<file path="config.mk">
export PLATFORM = sky130hd
export DESIGN_NAME = cclk_gen
export DESIGN_NICKNAME = d
export VERILOG_FILES = /design/src/rtl/cclk_pkg.sv /design/src/rtl/cclk_stall_ctrl.sv /design/src/rtl/cclk_period_sel.sv /design/src/rtl/cclk_phase_gen.sv /design/src/rtl/cclk_gen.sv
export SDC_FILE = /design/constraint.sdc
export NUM_CORES = 1
export LEC_CHECK = 0
export BUFFER_PORTS_ARGS = -buffer_cell sky130_fd_sc_hd__buf_2
export CORE_AREA = 5 5 75 77
export CTS_BUF_LIST = sky130_fd_sc_hd__clkbuf_16
export DETAILED_ROUTE_END_ITERATION = 10
export DIE_AREA = 0 0 80 82
export PLACE_DENSITY_LB_ADDON = 0.25
export SLEW_MARGIN = 20
export SYNTH_ARGS = -nofsm -noshare
export SYNTH_HDL_FRONTEND = slang
export SYNTH_SLANG_ARGS = --single-unit
</file>
<file path="constraint.sdc">
create_clock -name clk -period 11.3 [get_ports clk]
set_input_delay 2.26 -clock clk [delete_from_list [all_inputs] [get_ports clk]]
set_output_delay 2.26 -clock clk [all_outputs]
set_load 0.02 [all_outputs]
</file>
<file path="src/rtl/cclk_pkg.sv">
// Package: shared types and width helpers for the card clock generator.
// Assumes: nothing beyond IEEE 1800-2017 elaboration rules.
package cclk_pkg;

    // Default field widths used by the top module.
    localparam int unsigned CCLK_DIV_W = 8;
    localparam int unsigned CCLK_PSN_W = 3;

    // Number of transfer directions that can request a stall.
    localparam int unsigned CCLK_NDIR = 2;

    // Counter width able to hold (2^dw) << (2^pw) half-period cycles.
    function automatic int unsigned cnt_width(input int unsigned dw, input int unsigned pw);
        return dw + (1 << pw) + 1;
    endfunction

    // One stall source: a guard option, its transfer flag and its buffer flag.
    typedef struct packed {
        logic guard;
        logic active;
        logic blocked;
    } stall_src_t;

    // Phase of the generated clock.
    typedef enum logic {
        PH_LOW  = 1'b0,
        PH_HIGH = 1'b1
    } phase_e;

endpackage

</file>
<file path="src/rtl/cclk_stall_ctrl.sv">
// Module: decides whether the bus clock may rise in this cycle.
// It combines the enable with every guarded stall source.
// Assumes: the source flags are synchronous to clk.
module cclk_stall_ctrl
    import cclk_pkg::*;
#(
    parameter int unsigned NDIR = CCLK_NDIR
) (
    input  logic       en,
    input  stall_src_t src [NDIR],
    output logic       rise_ok
);

    logic [NDIR-1:0] hold;

    // One hold term per direction: a guarded transfer with its buffer blocked.
    for (genvar g = 0; g < NDIR; g++) begin : g_dir
        assign hold[g] = src[g].guard & src[g].active & src[g].blocked;
    end

    // A rise is allowed only when enabled and no direction holds the clock.
    always_comb begin
        rise_ok = en & ~(|hold);
    end

endmodule

</file>
<file path="src/rtl/cclk_period_sel.sv">
// Module: selects the half-period length in system clocks.
// The base length is D+1. Power save multiplies it by 2^(N+1).
// The mode used by a high phase is latched at its rising edge. A low phase
// follows the live bus-idle state.
// Assumes: div and psave_n change only while the block is disabled.
module cclk_period_sel
    import cclk_pkg::*;
#(
    parameter int unsigned DIV_W = CCLK_DIV_W,
    parameter int unsigned PSN_W = CCLK_PSN_W,
    parameter int unsigned CNT_W = cnt_width(DIV_W, PSN_W)
) (
    input  logic             clk,
    input  logic             rst_n,
    input  logic [DIV_W-1:0] div,
    input  logic             psave_en,
    input  logic [PSN_W-1:0] psave_n,
    input  logic             bus_busy,
    input  phase_e           phase,
    input  logic             latch_mode,
    input  logic             clr_mode,
    output logic [CNT_W-1:0] half_len
);

    localparam int unsigned NSEL = 1 << PSN_W;

    logic             live_ps;
    logic             mode_q;
    logic             use_ps;
    logic [CNT_W-1:0] base_len;
    logic [CNT_W-1:0] cand [NSEL];

    // Power save is wanted while enabled and the bus carries nothing.
    always_comb begin
        live_ps = psave_en & ~bus_busy;
    end

    // Remember the mode chosen at a rising edge for the whole high phase.
    always_ff @(posedge clk) begin
        if (!rst_n) begin
            mode_q <= 1'b0;
        end else if (clr_mode) begin
            mode_q <= 1'b0;
        end else if (latch_mode) begin
            mode_q <= live_ps;
        end
    end

    // Base half period, D+1, widened to the counter width.
    always_comb begin
        base_len = CNT_W'(div) + CNT_W'(1);
    end

    // One stretched candidate per exponent value: base << (n+1).
    for (genvar g = 0; g < NSEL; g++) begin : g_shift
        assign cand[g] = base_len << (g + 1);
    end

    // High phase uses the latched mode, low phase the live one.
    always_comb begin
        use_ps   = (phase == PH_HIGH) ? mode_q : live_ps;
        half_len = use_ps ? cand[psave_n] : base_len;
    end

endmodule

</file>
<file path="src/rtl/cclk_phase_gen.sv">
// Module: half-period counter and clock phase register.
// The high phase always runs to its full length. The low phase ends only when
// its count is complete and a rise is allowed; until then the clock waits low.
// Assumes: half_len is at least 1.
module cclk_phase_gen
    import cclk_pkg::*;
#(
    parameter int unsigned CNT_W = cnt_width(CCLK_DIV_W, CCLK_PSN_W)
) (
    input  logic             clk,
    input  logic             rst_n,
    input  logic             en,
    input  logic             rise_ok,
    input  logic [CNT_W-1:0] half_len,
    output phase_e           phase,
    output logic             rise_go,
    output logic             rise_stb
);

    phase_e           phase_q;
    logic [CNT_W-1:0] cnt_q;
    logic [CNT_W:0]   cnt_inc;
    logic             span_done;

    // The phase has used its length once the next count reaches half_len.
    always_comb begin
        cnt_inc   = {1'b0, cnt_q} + {{CNT_W{1'b0}}, 1'b1};
        span_done = (cnt_inc >= {1'b0, half_len});
        rise_go   = (phase_q == PH_LOW) & span_done & rise_ok;
    end

    // Advance the counter and the phase; stops and restarts happen only low.
    always_ff @(posedge clk) begin
        if (!rst_n) begin
            phase_q  <= PH_LOW;
            cnt_q    <= '0;
            rise_stb <= 1'b0;
        end else begin
            rise_stb <= 1'b0;
            if (phase_q == PH_HIGH) begin
                if (span_done) begin
                    phase_q <= PH_LOW;
                    cnt_q   <= '0;
                end else begin
                    cnt_q <= cnt_inc[CNT_W-1:0];
                end
            end else if (!en) begin
                cnt_q <= '0;
            end else if (span_done) begin
                if (rise_ok) begin
                    phase_q  <= PH_HIGH;
                    cnt_q    <= '0;
                    rise_stb <= 1'b1;
                end
            end else begin
                cnt_q <= cnt_inc[CNT_W-1:0];
            end
        end
    end

    assign phase = phase_q;

endmodule

</file>
<file path="src/rtl/cclk_gen.sv">
// Module: gated card bus clock generator (top).
// It divides clk by 2*(div+1), optionally stretches idle periods by
// 2^(psave_n+1), and holds the clock low during guarded buffer stalls.
// Assumes: div and psave_n change only while en=0 and card_clk=0.
module cclk_gen
    import cclk_pkg::*;
#(
    parameter int unsigned DIV_W = CCLK_DIV_W,
    parameter int unsigned PSN_W = CCLK_PSN_W
) (
    input  logic             clk,
    input  logic             rst_n,
    input  logic             en,
    input  logic [DIV_W-1:0] div,
    input  logic             psave_en,
    input  logic [PSN_W-1:0] psave_n,
    input  logic             rd_guard,
    input  logic             wr_guard,
    input  logic             bus_busy,
    input  logic             rd_active,
    input  logic             wr_active,
    input  logic             fifo_full,
    input  logic             fifo_empty,
    output logic             card_clk,
    output logic             rise_stb
);

    localparam int unsigned CNT_W = cnt_width(DIV_W, PSN_W);

    stall_src_t       src [CCLK_NDIR];
    logic             rise_ok;
    logic             rise_go;
    logic             clr_mode;
    phase_e           phase;
    logic [CNT_W-1:0] half_len;

    // Map ports to stall sources: index 0 reads on full, 1 writes on empty.
    always_comb begin
        src[0] = '{guard: rd_guard, active: rd_active, blocked: fifo_full};
        src[1] = '{guard: wr_guard, active: wr_active, blocked: fifo_empty};
    end

    // Clear the latched mode whenever the block sits disabled and low.
    always_comb begin
        clr_mode = ~en & (phase == PH_LOW);
    end

    cclk_stall_ctrl #(
        .NDIR (CCLK_NDIR)
    ) u_stall (
        .en      (en),
        .src     (src),
        .rise_ok (rise_ok)
    );

    cclk_period_sel #(
        .DIV_W (DIV_W),
        .PSN_W (PSN_W),
        .CNT_W (CNT_W)
    ) u_period (
        .clk        (clk),
        .rst_n      (rst_n),
        .div        (div),
        .psave_en   (psave_en),
        .psave_n    (psave_n),
        .bus_busy   (bus_busy),
        .phase      (phase),
        .latch_mode (rise_go),
        .clr_mode   (clr_mode),
        .half_len   (half_len)
    );

    cclk_phase_gen #(
        .CNT_W (CNT_W)
    ) u_phase (
        .clk      (clk),
        .rst_n    (rst_n),
        .en       (en),
        .rise_ok  (rise_ok),
        .half_len (half_len),
        .phase    (phase),
        .rise_go  (rise_go),
        .rise_stb (rise_stb)
    );

    assign card_clk = (phase == PH_HIGH);

endmodule

</file>
==> results of run 1 <==
worst reg2reg max path, cell delays in order, from the launching register on:
cell and delay (ns):
dfxtp_1 0.55, ha_1 0.34, nand3_1 0.24, nor4_1 0.41
xor2_1 0.27, ha_1 0.29, nand4_1 0.10, o41ai_1 0.06
a21oi_1 0.15, o311a_1 0.62, nand3_1 0.72, o221ai_1 0.43
area by class of cell:
cell class / instances / area, sq um / share of cell area, %
clock buffer: 3 / 75.1 / 2.95
clock inverter: 1 / 3.75 / 0.148
inverter: 16 / 60.1 / 2.36
multi-input combinational: 257 / 1790 / 70.5
sequential: 20 / 400 / 15.7
tap: 70 / 87.6 / 3.44
timing repair buffer: 24 / 123 / 4.82
stage by stage:
| stage | utilization (%) | instances | power (mW) | hold WS, ns | cell area, sq um |
|---|---|---|---|---|---|
| 2_1_floorplan | - | 312 | 0.104 | 0.435 | 2360 |
| 3_3_place_gp | 49.8 | 387 | 0.115 | 0.447 | 2460 |
| 3_5_place_dp | 49.8 | 387 | 0.116 | 0.455 | 2460 |
| 4_1_cts | 51.4 | 391 | 0.191 | 0.465 | 2540 |
| 5_1_grt | 51.4 | 391 | 0.200 | 0.508 | 2540 |
| 6_report | 51.4 | 391 | 0.189 | 0.459 | 2540 |
power groups by stage:
stage	Combinational (mW)	Clock [mW]	Sequential, mW
after floorplan	0.0306	0	0.0733
after global placement	0.0419	0	0.0736
after global routing	0.0483	0.0794	0.0721
after detailed placement	0.0421	0	0.0736
final	0.0426	0.0747	0.0720
after CTS	0.0424	0.0765	0.0720
registers in the layout, summed over array words and instances, names as in the netlist:
name,count
u_phase.cnt_q,17
u_period.mode_q,1
u_phase.phase,1
u_phase.rise_stb,1
final timing paths:
path / cells after the start / end / slack [ns]
worst max-delay path: 15 / u_phase.cnt_q[5]$_SDFFE_PN0P_ / 5.30
worst min-delay path: 2 / u_period.mode_q$_SDFFE_PP0P_ / 0.46
worst max register to register: 11 / u_phase.cnt_q[5]$_SDFFE_PN0P_ / 7.03
worst min register to register: 2 / u_period.mode_q$_SDFFE_PP0P_ / 0.46
per-layer routing:
| metal | share of wire [%] | up-vias |
|---|---|---|
| li1 | - | 1171 |
| met1 | 46 | 1039 |
| met2 | 48 | 36 |
| met3 | 3.8 | 9 |
| met4 | 1.8 | 0 |
| met5 | 0 | - |
logic make-up after synthesis:
logic type,after synthesis
muxes,11
DFF,20
and+or+nand+nor,142
adders and majority gates,20
AOI/OAI and AO/OA,64
xor gates and xnor gates,20
buffers and inverters,35
layout by cell type (no fill, tap or decap), types with 13 or more instances in the layout:
cell type  Yosys  layout
buf_2          2      23
nor2_1        18      18
inv_1         14      14
a21oi_1       13      13
nand3_1       26      26
xnor2_1       13      13
ha_1          20      20
nand4_1       21      21
nand2_1       44      44
o21ai_0       14      14
dfxtp_1       20      20
==> run_results.csv, run 1 <==
group,metric,value,unit
logic_synthesis,synth.mux.area_fraction,5.46,%
logic_synthesis,synth_seq_cells,20,
logic_synthesis,async_reset_ff_share,0,%
critical_path,cp.buffers_inverters,1,
power_and_ir_drop,p_switching,54.5,uW
die,fp-row-count,26,
route,drtPass1Iterations,4,
power_and_ir_drop,clkPwrFrac,39.5,%
power_and_ir_drop,switching_share,28.8,%
min_path,min_from,"u_period.mode_q$_SDFFE_PP0P_",
clocking,cts_buffers,3,
logic_synthesis,synthDistinctLibCells,51,
grt,use_met2,32.0,%
job,maxCapViolations,0,
clocking,numClockSinks,20,
logic_synthesis,synthCells,312,
route,drtIter0Drc,72,
grt,antenna_found_initial,0,
die,start_util,47.7,%
die,core_area,4940,sq um
placement,routabilityCongestion,0.877,
logic_synthesis,synth_fa_ha_area_share,10.6,%
route,wl_per_cell,14.3,microns
placement,portBuffers,23,
power_and_ir_drop,p_comb_share,22.5,%
logic_synthesis,synth_compound_area_share,22.0,%
grt,grt_pass1_vias,2144,
critical_path,crit_chain,"buf_2 -> ha_1 -> xor2_1 -> nor2_1 -> a21o_1 -> mux2_2 -> a21oi_1 -> a21oi_1 -> ha_1 -> nand4_1 -> o41ai_1 -> a21oi_1 -> o311a_1 -> nand3_1 -> o221ai_1",
logic_synthesis,synth.top_cell.area_share,17.0,%
clocking,cts_tree,"built",
clocking,cts_root_buffer,"clkbuf_16",
sta,skew,0.00407,ns
placement,hpwlAfterDp,4.38,mm
finish,syn2layout_area_growth,7.85,%
critical_path,r2r-start,"u_phase.cnt_q[0]$_SDFFE_PN0P_",
logic_synthesis,synth_top_flop_cell,"dfxtp_1",
sta,hold_viol,0,
clocking,hold_buffers,0,
logic_synthesis,synth-xor-area-share,7.43,%
power_and_ir_drop,p_per_area,74.4,nW/um^2
clocking,cts_buffer_depth,2,
die,die_w,80,microns
finish,nFillCells,518,
critical_path,endpoint_kind,"flip-flop",
placement,pre_cts_ws,5.08,ns
critical_path,critical_path.startpoint,"div[0]",
sta,fin_crit,6.00,ns
power_and_ir_drop,p_int,135,uW
grt,grt-ovfl-total,0,
clocking,cts_setup_buffers,0,
sta,tns,0,ns
sta,slew_viol_final,0,
sta,slew_headroom,33.9,%
critical_path,critPathLaunchType,"primary input",
logic_synthesis,synth_common_cells,"nand2_1 (44), nand3_1 (26), nand4_1 (21)",
route,routed_wl,5.59,mm
grt,grt_usage,18.4,%
critical_path,cp.required,11.46,ns
critical_path,worst_path_most_repeated_cell,"a21oi_1",
logic_synthesis,yosysWarnings,0,
logic_synthesis,synth_most_common_cell,"nand2_1",
finish,drive_gt1_share,15.3,%
power_and_ir_drop,ir_drop,0.0772,mV
grt,grtUsageMet3,1.21,%
route,route.detailed.drc,0,
route,routed_via_density,5.77,
status,status,"completed",
logic_synthesis,syn_nets,354,
logic_synthesis,synth-simple-area-share,30.6,%
route,ant_nets,0,
sta,rsz0062_at_grt,"no",
critical_path,path_max_fanout,18,
logic_synthesis,synth_edf_count,0,
die,io_pins,24,
min_path,hold_class,"flip-flop to flip-flop",
grt,met1_usage,23.6,%
grt,grt_max_degree,19,
critical_path,cpMaxStageDelayCell,"nand3_1",
critical_path,max_stage_delay,0.71,ns
clocking,post_cts_resize_count,0,
sta,tightest_slew,0.986,ns
sta,period_share,53.1,%
logic_synthesis,synth_top_area_cell,"dfxtp_1",
logic_synthesis,synth_top_family_by_area,"simple AND/OR/NAND/NOR gates",
logic_synthesis,netlist_top_cells_area,"dfxtp_1 (17%), ha_1 (11%), nand2_1 (7.0%), nand4_1 (5.6%), nand3_1 (5.5%)",
logic_synthesis,synth_area,2360,sq um
grt,grt_pass1_wl,9.66,mm
critical_path,critPathKind,"primary input to flip-flop",
logic_synthesis,synth_seq_area_share,17.0,%
clocking,clk_latency,0.26,ns
sta,layout_setup_ws,5.30,ns
clocking,cts-htree-levels,1,
sta,finalSetupViolCount,0,
power_and_ir_drop,p_leak,0.939,nW
sta,clock.fmax,167,MHz
clocking,clkTransAtPathRegs,0.06,ns
critical_path,critPathArrivalTime,6.16,ns
die,die_y,82,microns
route,vias,2255,
grt,busiest_layer,"met2",
power_and_ir_drop,power_frac_seq,38.1,%
logic_synthesis,syn_avg_cell_area,7.56,sq um
finish,final_nets,364,
finish,n_antenna_cell,0,
critical_path,cp_top_family,"compound AO/OA/AOI/OAI gates",
die,dieArea,6560,sq um
Power figures use the tool's default switching activity.
==> run 2, diff against run 1 <==
==> constraint.sdc (replaced) <==
create_clock -name clk -period 5.4 [get_ports clk]
set_input_delay 1.08 -clock clk [delete_from_list [all_inputs] [get_ports clk]]
set_output_delay 1.08 -clock clk [all_outputs]
set_load 0.02 [all_outputs]
==> run 2 against run 1 <==
Against the previous run: non-clock buffer count increased by 2; sequential power grew 110%; wire length is 6.6% higher; critical path depth unchanged; final area rose by 1.6%; register-to-register slack worse by 5.4 ns; largest power group unchanged.
==> run_results.csv, run 2 (synthesized netlist as in run 1, its figures left out) <==
group,metric,value,unit
critical_path,critPathKind,"primary input to flip-flop",
finish,nFillCells,501,
placement,dp.cells,389,
sta,slew_headroom,53.5,%
grt,grt_pass1_vias,2124,
route,drtPass1Iterations,4,
die,dieArea,6560,sq um
finish,top_register,"u_phase.cnt_q",
sta,finalSetupViolCount,0,
finish,layout_commonest_cell,"nand2_1",
clocking,post_cts_resize_count,0,
critical_path,r2r_cells,11,
sta,clock.fmax,235,MHz
die,fp-row-count,26,
critical_path,worstReg2RegEnd,"u_phase.cnt_q[6]$_SDFFE_PN0P_",
placement,routabilityCongestion,0.876,
clocking,cts_setup_buffers,0,
clocking,clkTransAtPathRegs,0.06,ns
sta,layout_setup_ws,1.14,ns
finish,drive_gt1_share,16.1,%
finish,final_cells,393,
grt,grt_usage,18.7,%
critical_path,r2r-start,"u_phase.cnt_q[0]$_SDFFE_PN0P_",
min_path,min_from,"u_period.mode_q$_SDFFE_PP0P_",
sta,skew,0.00518,ns
critical_path,cp.buffers_inverters,1,
clocking,cts_tree,"built",
finish,multi_input_area,1790,sq um
die,die_w,80,microns
finish,syn2layout_area_growth,9.60,%
die,io_pins,24,
clocking,hold_buffers,0,
die,start_util,47.7,%
sta,period_share,79.0,%
power_and_ir_drop,ir_drop,0.202,mV
power_and_ir_drop,p_total,447,uW
sta,hold_viol,0,
critical_path,crit_chain,"buf_2 -> ha_1 -> xor2_1 -> nor2_1 -> a21o_1 -> mux2_2 -> a21oi_1 -> a21oi_1 -> ha_1 -> nand4_1 -> o41ai_1 -> a21oi_1 -> o311a_1 -> a21bo_4 -> o221ai_1",
critical_path,cp.required,5.51,ns
route,route.detailed.drc,0,
route,routed_wl,5.96,mm
placement,hpwlAfterDp,4.63,mm
route,wl_per_cell,15.2,microns
finish,largest_register_ffs,17,
grt,grt_max_degree,19,
critical_path,endpoint_kind,"flip-flop",
status,status,"completed",
critical_path,critPathLaunchType,"primary input",
clocking,cts-htree-levels,1,
grt,grt_pass1_wl,9.83,mm
critical_path,critPathArrivalTime,4.38,ns
sta,rsz0062_at_grt,"no",
grt,grt-ovfl-total,0,
placement,pre_cts_ws,0.911,ns
route,vias,2297,
min_path,hold_class,"flip-flop to flip-flop",
finish,fin_area,2580,sq um
clocking,clk_latency,0.26,ns
sta,tightest_slew,0.698,ns
critical_path,max_stage_delay,0.63,ns
critical_path,worst_path_most_repeated_cell,"a21oi_1",
finish,n_antenna_cell,0,
min_path,hold_path_depth,2,
finish,layout_common_cells,"nand2_1 (44), nand3_1 (26), buf_2 (23)",
die,core_area,4940,sq um
clocking,cts_buffer_depth,2,
sta,slew_viol_final,0,
placement,portBuffers,23,
clocking,cts_root_buffer,"clkbuf_16",
sta,tns,0,ns
job,maxCapViolations,0,
route,routed_via_density,5.84,
power_and_ir_drop,p_per_area,173,nW/um^2
die,die_y,82,microns
finish,final_nets,366,
critical_path,reg2reg_slack,1.66,ns
finish,seq_area,400,sq um
sta,holdWs,0.464,ns
power_and_ir_drop,p_leak,0.961,nW
min_path,hold_path_end,"u_period.mode_q$_SDFFE_PP0P_",
sta,fin_crit,4.26,ns
critical_path,cpMaxStageDelayCell,"o311a_1",
critical_path,cp_top_family,"compound AO/OA/AOI/OAI gates",
placement,dpl_cell_area,2480,sq um
finish,final_util,52.3,%
clocking,numClockSinks,20,
grt,antenna_found_initial,0,
route,ant_nets,0,
route,drtIter0Drc,134,
clocking,cts_buffers,3,
critical_path,path_max_fanout,18,
==> run 2: cell types whose count changed in the layout (fill, tap and decap cells not counted), sizes merged <==
cell,delta
buf,+2
bufinv,+1
clkinv,-1
==> run 2: power breakdown <==
part           internal [mW]  switching, mW
registers              0.148        0.00213
logic                 0.0357         0.0551
clock network          0.147         0.0584
==> run 2: cell type report <==
cell class	count	area share, %
clock buffer	3	2.90
clock inverter	1	1.16
inverter	16	2.32
multi-input combinational	257	69.4
sequential	20	15.5
tap	70	3.39
timing repair buffer	26	5.32
==> run 2: worst max-delay path by stage <==
stage | start | endpoint | depth (start not counted)
floorplan | div[0] | u_phase.cnt_q[7]$_SDFFE_PN0P_ | 14
global route | div[0] | u_phase.cnt_q[6]$_SDFFE_PN0P_ | 16
global placement | div[0] | u_phase.cnt_q[6]$_SDFFE_PN0P_ | 15
CTS | div[0] | u_phase.cnt_q[4]$_SDFFE_PN0P_ | 15
detailed placement | div[0] | u_phase.cnt_q[4]$_SDFFE_PN0P_ | 15
finish | div[0] | u_phase.cnt_q[6]$_SDFFE_PN0P_ | 15
==> run 2: routing by layer <==
metal  part of all wire, %  GRT usage [%]  routed length, microns  vias to the layer above
met5                     0              0                       0                        -
met4                   3.1           8.11                     183                        0
met3                   2.5           1.21                     146                       14
met2                    47           31.7                    2790                       50
met1                    48           24.3                    2840                     1058
li1                      -              -                       -                     1175
==> run 2: worst reg2reg max path, stage by stage (launching register included) <==
cell and delay (ns):
dfxtp_1 0.52, ha_1 0.36, nand3_1 0.20, nor4_1 0.48, xor2_1 0.27, ha_1 0.29
nand4_1 0.10, o41ai_1 0.07, a21oi_1 0.14, o311a_1 0.63, a21bo_4 0.38, o221ai_1 0.18
